$ cat src/rtl/cfgbank_pkg.sv
package cfgbank_pkg;

    localparam int ADDR_W = 3;

    typedef enum logic [ADDR_W-1:0] {
        REG_KEY   = 3'd0,
        REG_CFG   = 3'd1,
        REG_STAT  = 3'd2,
        REG_VOL   = 3'd3,
        REG_STKY  = 3'd4,
        REG_SLOCK = 3'd5
    } reg_sel_e;

    typedef enum logic [1:0] {
        FK_RW  = 2'd0,
        FK_W1C = 2'd1,
        FK_VOL = 2'd2
    } field_kind_e;

    localparam int HI_LSB = 16;

endpackage

$ cat src/rtl/cfgbank_field.sv
module cfgbank_field
    import cfgbank_pkg::*;
#(
    parameter int          W       = 8,
    parameter field_kind_e KIND    = FK_RW,
    parameter bit          STICKY  = 1'b0,
    parameter logic [W-1:0] RST_VAL = '0
) (
    input  logic         clk,
    input  logic         cold_rst,
    input  logic         warm_rst,
    input  logic [W-1:0] sw_wmask,
    input  logic [W-1:0] sw_wdata,
    input  logic         lock,
    input  logic [W-1:0] hw_set,
    input  logic [W-1:0] hw_en,
    input  logic [W-1:0] hw_val,
    output logic [W-1:0] q
);

    logic [W-1:0] sw_ok;
    logic [W-1:0] sw_val;
    logic [W-1:0] nxt;
    logic         rst_now;

    assign rst_now = cold_rst || (warm_rst && !STICKY);
    assign sw_ok   = sw_wmask & {W{!lock}};

    generate
        if (KIND == FK_W1C) begin : g_w1c
            assign sw_val = q & ~sw_wdata;
        end else begin : g_plain
            assign sw_val = sw_wdata;
        end
    endgenerate

    always_comb begin
        nxt = (q & ~sw_ok) | (sw_val & sw_ok);
        nxt = nxt | hw_set;
        nxt = (nxt & ~hw_en) | (hw_val & hw_en);
    end

    always_ff @(posedge clk) begin
        if (rst_now) begin
            q <= RST_VAL;
        end else begin
            q <= nxt;
        end
    end

endmodule

$ cat src/rtl/cfgbank_lock.sv
module cfgbank_lock #(
    parameter int          SL_W   = 8,
    parameter logic [SL_W-1:0] SL_RST = '0
) (
    input  logic            master_q,
    input  logic            casc_q,
    input  logic [SL_W-1:0] slock_q,
    output logic            lk_casc,
    output logic            lk_cfg,
    output logic            lk_master,
    output logic            lk_slock
);

    assign lk_casc   = master_q;
    assign lk_master = master_q;
    assign lk_cfg    = casc_q;
    assign lk_slock  = (slock_q != SL_RST);

endmodule

$ cat src/rtl/cfgbank.sv
module cfgbank
    import cfgbank_pkg::*;
#(
    parameter int NSTAT   = 8,
    parameter int VOL_W   = 8,
    parameter int CFG_W   = 16,
    parameter int STK_W   = 16,
    parameter int SL_W    = 8,
    parameter int DATA_W  = 32,
    parameter logic [CFG_W-1:0] CFG_RST = 16'h00A5
) (
    input  logic              clk,
    input  logic              cold_rst,
    input  logic              warm_rst,
    input  logic              sw_wr,
    input  logic              sw_rd,
    input  logic [ADDR_W-1:0] sw_addr,
    input  logic [DATA_W-1:0] sw_wdata,
    input  logic [DATA_W/8-1:0] sw_be,
    output logic [DATA_W-1:0] sw_rdata,
    input  logic [NSTAT-1:0]  evt_set,
    input  logic [NSTAT-1:0]  evt_set_l,
    input  logic [VOL_W-1:0]  vol_upd_en,
    input  logic [VOL_W-1:0]  vol_upd_val,
    input  logic [VOL_W-1:0]  vols_upd_en,
    input  logic [VOL_W-1:0]  vols_upd_val
);

    localparam int NBYTE = DATA_W / 8;
    localparam logic [SL_W-1:0] SL_RST = '0;

    logic [DATA_W-1:0] bitmask;
    logic sel_key, sel_cfg, sel_stat, sel_vol, sel_stky, sel_slock;

    logic              master_q, casc_q;
    logic [CFG_W-1:0]  cfg_l_q, cfg_p_q;
    logic [NSTAT-1:0]  stat_s_q, stat_l_q;
    logic [VOL_W-1:0]  vol_q, vols_q;
    logic [STK_W-1:0]  stky_q;
    logic [SL_W-1:0]   slock_q;
    logic lk_casc, lk_cfg, lk_master, lk_slock;

    logic [DATA_W-1:0] rd_word;

    genvar b;
    generate
        for (b = 0; b < NBYTE; b++) begin : g_lane
            assign bitmask[b*8 +: 8] = {8{sw_be[b]}};
        end
    endgenerate

    assign sel_key   = sw_wr && (sw_addr == REG_KEY);
    assign sel_cfg   = sw_wr && (sw_addr == REG_CFG);
    assign sel_stat  = sw_wr && (sw_addr == REG_STAT);
    assign sel_vol   = sw_wr && (sw_addr == REG_VOL);
    assign sel_stky  = sw_wr && (sw_addr == REG_STKY);
    assign sel_slock = sw_wr && (sw_addr == REG_SLOCK);

    cfgbank_lock #(.SL_W(SL_W), .SL_RST(SL_RST)) u_lock (
        .master_q (master_q),
        .casc_q   (casc_q),
        .slock_q  (slock_q),
        .lk_casc  (lk_casc),
        .lk_cfg   (lk_cfg),
        .lk_master(lk_master),
        .lk_slock (lk_slock)
    );

    cfgbank_field #(.W(1), .KIND(FK_RW), .STICKY(1'b0), .RST_VAL(1'b0)) u_key_m (
        .clk(clk), .cold_rst(cold_rst), .warm_rst(warm_rst),
        .sw_wmask(sel_key & bitmask[0]), .sw_wdata(sw_wdata[0]), .lock(1'b0),
        .hw_set(1'b0), .hw_en(1'b0), .hw_val(1'b0), .q(master_q)
    );

    cfgbank_field #(.W(1), .KIND(FK_RW), .STICKY(1'b0), .RST_VAL(1'b0)) u_key_c (
        .clk(clk), .cold_rst(cold_rst), .warm_rst(warm_rst),
        .sw_wmask(sel_key & bitmask[1]), .sw_wdata(sw_wdata[1]), .lock(lk_casc),
        .hw_set(1'b0), .hw_en(1'b0), .hw_val(1'b0), .q(casc_q)
    );

    cfgbank_field #(.W(CFG_W), .KIND(FK_RW), .STICKY(1'b0), .RST_VAL(CFG_RST)) u_cfg_l (
        .clk(clk), .cold_rst(cold_rst), .warm_rst(warm_rst),
        .sw_wmask({CFG_W{sel_cfg}} & bitmask[CFG_W-1:0]),
        .sw_wdata(sw_wdata[CFG_W-1:0]), .lock(lk_cfg),
        .hw_set('0), .hw_en('0), .hw_val('0), .q(cfg_l_q)
    );

    cfgbank_field #(.W(CFG_W), .KIND(FK_RW), .STICKY(1'b0), .RST_VAL('0)) u_cfg_p (
        .clk(clk), .cold_rst(cold_rst), .warm_rst(warm_rst),
        .sw_wmask({CFG_W{sel_cfg}} & bitmask[HI_LSB +: CFG_W]),
        .sw_wdata(sw_wdata[HI_LSB +: CFG_W]), .lock(1'b0),
        .hw_set('0), .hw_en('0), .hw_val('0), .q(cfg_p_q)
    );

    cfgbank_field #(.W(NSTAT), .KIND(FK_W1C), .STICKY(1'b1), .RST_VAL('0)) u_stat_s (
        .clk(clk), .cold_rst(cold_rst), .warm_rst(warm_rst),
        .sw_wmask({NSTAT{sel_stat}} & bitmask[NSTAT-1:0]),
        .sw_wdata(sw_wdata[NSTAT-1:0]), .lock(1'b0),
        .hw_set(evt_set), .hw_en('0), .hw_val('0), .q(stat_s_q)
    );

    cfgbank_field #(.W(NSTAT), .KIND(FK_W1C), .STICKY(1'b1), .RST_VAL('0)) u_stat_l (
        .clk(clk), .cold_rst(cold_rst), .warm_rst(warm_rst),
        .sw_wmask({NSTAT{sel_stat}} & bitmask[HI_LSB +: NSTAT]),
        .sw_wdata(sw_wdata[HI_LSB +: NSTAT]), .lock(lk_master),
        .hw_set(evt_set_l), .hw_en('0), .hw_val('0), .q(stat_l_q)
    );

    cfgbank_field #(.W(VOL_W), .KIND(FK_VOL), .STICKY(1'b0), .RST_VAL('0)) u_vol (
        .clk(clk), .cold_rst(cold_rst), .warm_rst(warm_rst),
        .sw_wmask({VOL_W{sel_vol}} & bitmask[VOL_W-1:0]),
        .sw_wdata(sw_wdata[VOL_W-1:0]), .lock(lk_master),
        .hw_set('0), .hw_en(vol_upd_en), .hw_val(vol_upd_val), .q(vol_q)
    );

    cfgbank_field #(.W(VOL_W), .KIND(FK_VOL), .STICKY(1'b1), .RST_VAL('0)) u_vols (
        .clk(clk), .cold_rst(cold_rst), .warm_rst(warm_rst),
        .sw_wmask({VOL_W{sel_vol}} & bitmask[HI_LSB +: VOL_W]),
        .sw_wdata(sw_wdata[HI_LSB +: VOL_W]), .lock(lk_master),
        .hw_set('0), .hw_en(vols_upd_en), .hw_val(vols_upd_val), .q(vols_q)
    );

    cfgbank_field #(.W(STK_W), .KIND(FK_RW), .STICKY(1'b1), .RST_VAL('0)) u_stky (
        .clk(clk), .cold_rst(cold_rst), .warm_rst(warm_rst),
        .sw_wmask({STK_W{sel_stky}} & bitmask[STK_W-1:0]),
        .sw_wdata(sw_wdata[STK_W-1:0]), .lock(1'b0),
        .hw_set('0), .hw_en('0), .hw_val('0), .q(stky_q)
    );

    cfgbank_field #(.W(SL_W), .KIND(FK_RW), .STICKY(1'b0), .RST_VAL(SL_RST)) u_slock (
        .clk(clk), .cold_rst(cold_rst), .warm_rst(warm_rst),
        .sw_wmask({SL_W{sel_slock}} & bitmask[SL_W-1:0]),
        .sw_wdata(sw_wdata[SL_W-1:0]), .lock(lk_slock),
        .hw_set('0), .hw_en('0), .hw_val('0), .q(slock_q)
    );

    always_comb begin
        rd_word = '0;
        case (sw_addr)
            REG_KEY: begin
                rd_word[0] = master_q;
                rd_word[1] = casc_q;
            end
            REG_CFG: begin
                rd_word[CFG_W-1:0]       = cfg_l_q;
                rd_word[HI_LSB +: CFG_W] = cfg_p_q;
            end
            REG_STAT: begin
                rd_word[NSTAT-1:0]       = stat_s_q;
                rd_word[HI_LSB +: NSTAT] = stat_l_q;
            end
            REG_VOL: begin
                rd_word[VOL_W-1:0]       = vol_q;
                rd_word[HI_LSB +: VOL_W] = vols_q;
            end
            REG_STKY:  rd_word[STK_W-1:0] = stky_q;
            REG_SLOCK: rd_word[SL_W-1:0]  = slock_q;
            default:   rd_word = '0;
        endcase
    end

    always_ff @(posedge clk) begin
        if (cold_rst || warm_rst) begin
            sw_rdata <= '0;
        end else if (sw_rd) begin
            sw_rdata <= rd_word;
        end
    end

endmodule

$ cat config.mk
export PLATFORM = sky130hd
export DESIGN_NAME = cfgbank
export DESIGN_NICKNAME = d
export VERILOG_FILES = /design/src/rtl/cfgbank_pkg.sv /design/src/rtl/cfgbank_field.sv /design/src/rtl/cfgbank_lock.sv /design/src/rtl/cfgbank.sv
export SDC_FILE = /design/constraint.sdc
export NUM_CORES = 1
export LEC_CHECK = 0
export ABC_CLOCK_PERIOD_IN_PS = 1600
export BUFFER_PORTS_ARGS = -buffer_cell sky130_fd_sc_hd__buf_2
export CAP_MARGIN = 30
export CORE_MARGIN = 2
export CORE_UTILIZATION = 46
export DETAILED_ROUTE_END_ITERATION = 6
export GPL_ROUTABILITY_DRIVEN = 1
export GPL_TIMING_DRIVEN = 1
export PLACE_DENSITY_LB_ADDON = 0.1
export SYNTH_ARGS = -nofsm -noshare
export SYNTH_HDL_FRONTEND = slang
export SYNTH_HIERARCHICAL = 1
export SYNTH_SLANG_ARGS = --single-unit
$ cat constraint.sdc
create_clock -name clk -period 1.6 [get_ports clk]
set_input_delay 0.08 -clock clk [delete_from_list [all_inputs] [get_ports clk]]
set_output_delay 0.08 -clock clk [all_outputs]
set_load 0.1 [all_outputs]
==> key figures <==
Status
  – Run status: finished, final reports clean

Worst setup path
  – Startpoint class of the critical path: register
  – Kind of critical path: register to register
  – Worst path required time: 1890 ps
  – Critical path arrival: 1710 ps
  – Reg-to-reg setup timing slack: 170 ps
  – CP max FO: 8
  – CP Capture Type: register

Clock tree
  – Clk buf depth: 2
  – H-tree depth: 4
  – CTS tree: done
  – Clk sinks: 122
  – Post-CTS setup buffer count: 0
  – Reg clk slew, reported paths: 60 ps
  – TritonCTS Buffers: 17
  – Clock root cell: clkbuf_16
  – Worst skew pair latency: 420 ps

Synth
  – Post-synth top area cell: dfxtp_1
  – Synth top area share: 0.342
  – Post-synthesis sequential area ratio: 0.342
  – Yosys cell types: 51
  – Syn_area_per_cell: 8.84 um2
  – Cell Area, Synth: 0.00714 mm2
  – Synth Register Bits: 122
  – Async SR Flop Fraction: 0
  – Synth Warn #: 6
  – Synth Instances: 807
  – Ys flop type: dfxtp_1
  – Top post-synthesis cells by area: dfxtp_1, mux2i_1, a221oi_2
  – Number of synthesized flops with an enable pin: 0

STA
  – Setup TNS: 0 ps
  – Final setup vio count: 0
  – Fmax: 700 MHz
  – RSZ-0062 raised after global routing: no
  – Post-Route Skew: 9.91 ps
  – Worst slew pin tran: 511 ps
  – Fin. Hold Viols: 0
  – Period utilization: 0.893
  – Minimum clock period after layout: 1430 ps
  – Rel. slew slack: 0.662
  – Slew Viols, Final: 0

Min path
  – Worst hold path type: input port to register

Drt
  – Pre-Repair DR Iteration Count: 5
  – Routed vias: 6598
  – DRC viols: 0
  – DRT iter0 DRCs: 233
  – Avg WL per Cell: 12.5 um
  – Met3 WL post-DR: 776 um
  – WL final: 18700 um
  – Met2 Wirelength: 9160 um
  – Max Used Layer: met4
  – Post-DRT Antenna Nets: 0
  – Drt via density: 4.39
  – WL met1: 8580 um

Cells and area
  – Final cell count without fillers: 1503
  – Register area: 0.00244 mm2
  – FILL cells: 1322
  – Final nets: 1394
  – Share of post-route cells with drive strength above 1: 0.207
  – Footprint of the multi-input gates: 0.00531 mm2
  – P&R area growth vs syn: 42.6%

Floorplan
  – FP Rows: 45
  – Die Span X: 129 um
  – Starting Density: 0.469
  – Die Area: 0.0165 mm2
  – Die height: 129 um
  – IO Pins: 124
  – CORE AREA: 0.0152 mm2

Global route
  – Initial antenna violation count: 0
  – Tot GR Track Use: 0.237
  – GRT overflow: 0
  – Largest net degree at the start of global routing: 28
  – Vias in the first global route: 6303
  – First-pass GRT wire length: 30600 um

Placement
  – Dpl cells: 1434
  – Hpwl dp: 13500 um
  – Global placement routability congestion: 0.815
  – I/O Buffers: 123

Power and ir drop
  – Power Dens Cells: 796 mW/mm2
  – Pleak: 4.58 nW
  – Max rail drop VDD: 0.743 mV

Flow run
  – Max-Cap Viols: 0
layout by cell type, fill, tap and decap left out, types with 9 or more instances in the layout:
cell type / netlist / layout
mux2_2: 17 / 17
and2b_2: 9 / 9
inv_1: 93 / 93
a221oi_1: 52 / 52
buf_2: 13 / 123
nor2b_1: 35 / 35
nor2_1: 109 / 109
a221oi_2: 32 / 32
nand2_1: 27 / 26
nor2b_2: 14 / 14
mux2i_1: 80 / 80
dfxtp_1: 122 / 122
and3b_1: 16 / 16
conb_1: 1 / 319
o21ai_0: 11 / 11
a21oi_1: 26 / 26
and2b_1: 25 / 25
nand2b_1: 15 / 15
clkbuf_16: 0 / 17
buf_4: 5 / 34
dlygate4sd3_1: 0 / 35
o21ai_1: 16 / 16
kinds of logic (layout without fill, tap and decap cells):
family                   Yosys count  after routing  synth area share
AND/OR/NAND/NOR                  276            276             0.214
multiplexers                      98             98             0.141
adder cells (fa/ha/maj)            2              2           0.00351
flip-flops                       122            122             0.342
buffers and inverters            133            320            0.0833
AO/OA/AOI/OAI                    175            175             0.216
other                              1            322          0.000526
critical path, cell delays in order, from the launching register on:
cell and delay, ps:
dfxtp_1 340, nor4_2 300, nand2_2 140, and2b_1 230, mux2i_1 190, a221oi_1 90
worst paths after layout:
path	start	end	cells past startpoint
setup / recovery	u_slock/q[1]$_SDFF_PP0_	u_slock/q[5]$_SDFF_PP0_	5
hold / removal	evt_set[6]	u_stat_s/q[6]$_SDFF_PP0_	3
setup reg to reg	u_slock/q[1]$_SDFF_PP0_	u_slock/q[5]$_SDFF_PP0_	5
hold reg to reg	sw_rdata[11]$_SDFFE_PP0P_	sw_rdata[11]$_SDFFE_PP0P_	2
metrics by stage:
| step | hold WS, ps | power (mW) | instance area [um2] | setup slack (ps) | util |
|---|---|---|---|---|---|
| floorplan | 146 | 4.13 | 8330 | 71.5 | - |
| global placement | 293 | 4.48 | 9250 | 78.2 | 0.609 |
| detailed placement | 293 | 4.49 | 9250 | 41.0 | 0.609 |
| CTS | 0.103 | 8.14 | 10200 | 120 | 0.668 |
| global route | 14.8 | 8.48 | 10200 | 12.1 | 0.669 |
| finish | 10.6 | 8.10 | 10200 | 171 | 0.669 |
state kept, by name, summed over array words and instances, names as in the netlist:
| name | flops |
|---|---|
| u_slock/q | 8 |
| sw_rdata | 32 |
| u_stky/q | 16 |
| u_key_m/q | 1 |
| u_vol/q | 8 |
| u_key_c/q | 1 |
| u_cfg_l/q | 16 |
| u_vols/q | 8 |
| u_stat_s/q | 8 |
| u_cfg_p/q | 16 |
| u_stat_l/q | 8 |
routing by layer:
metal / up-vias / track usage
met3: 19 / 0.0449
met2: 121 / 0.412
met1: 2934 / 0.296
li1: 3524 / -
met5: - / 0
met4: 0 / 0.0780
power breakdown:
part | switching, mW | total (mW) | internal [mW]
Sequential | 0.0852 | 3.28 | 3.20
Combinational | 0.705 | 1.24 | 0.536
Clock | 1.34 | 3.57 | 2.23
Total | 2.13 | 8.10 | 5.96
timing repair:
action | 4_1_cts | 5_1_grt
setup endpoints to repair | 0 | 1
hold endpoints to repair | 20 | 0
gates resized for setup | 0 | 3
hold buffers | 35 | 0
Yosys cell counts (4+ instances only):
library cell	n
a221oi_2	32
or2_1	4
buf_6	5
dfxtp_1	122
nor2_1	109
and3b_1	16
nor3b_1	5
nand2_1	27
nor2b_2	14
mux2i_1	80
buf_4	5
and2b_2	9
clkbuf_1	9
o32ai_1	8
buf_2	13
a311oi_1	6
and2b_1	25
nand2b_1	15
a22oi_1	8
inv_1	93
mux2_2	17
o21ai_0	11
a21oi_1	26
nor3_1	6
a211o_1	6
a221oi_1	52
o21ai_1	16
nor2b_1	35
cell type report:
class | instances | area share
clock inverter | 8 | 0.00689
multi-input combinational | 870 | 0.522
timing repair buffer | 195 | 0.126
sequential | 122 | 0.240
inverter | 94 | 0.0347
antenna | 3 | 0.000738
clock buffer | 23 | 0.0470
tap | 188 | 0.0231
Note: power is estimated with default switching activity, not from simulation.
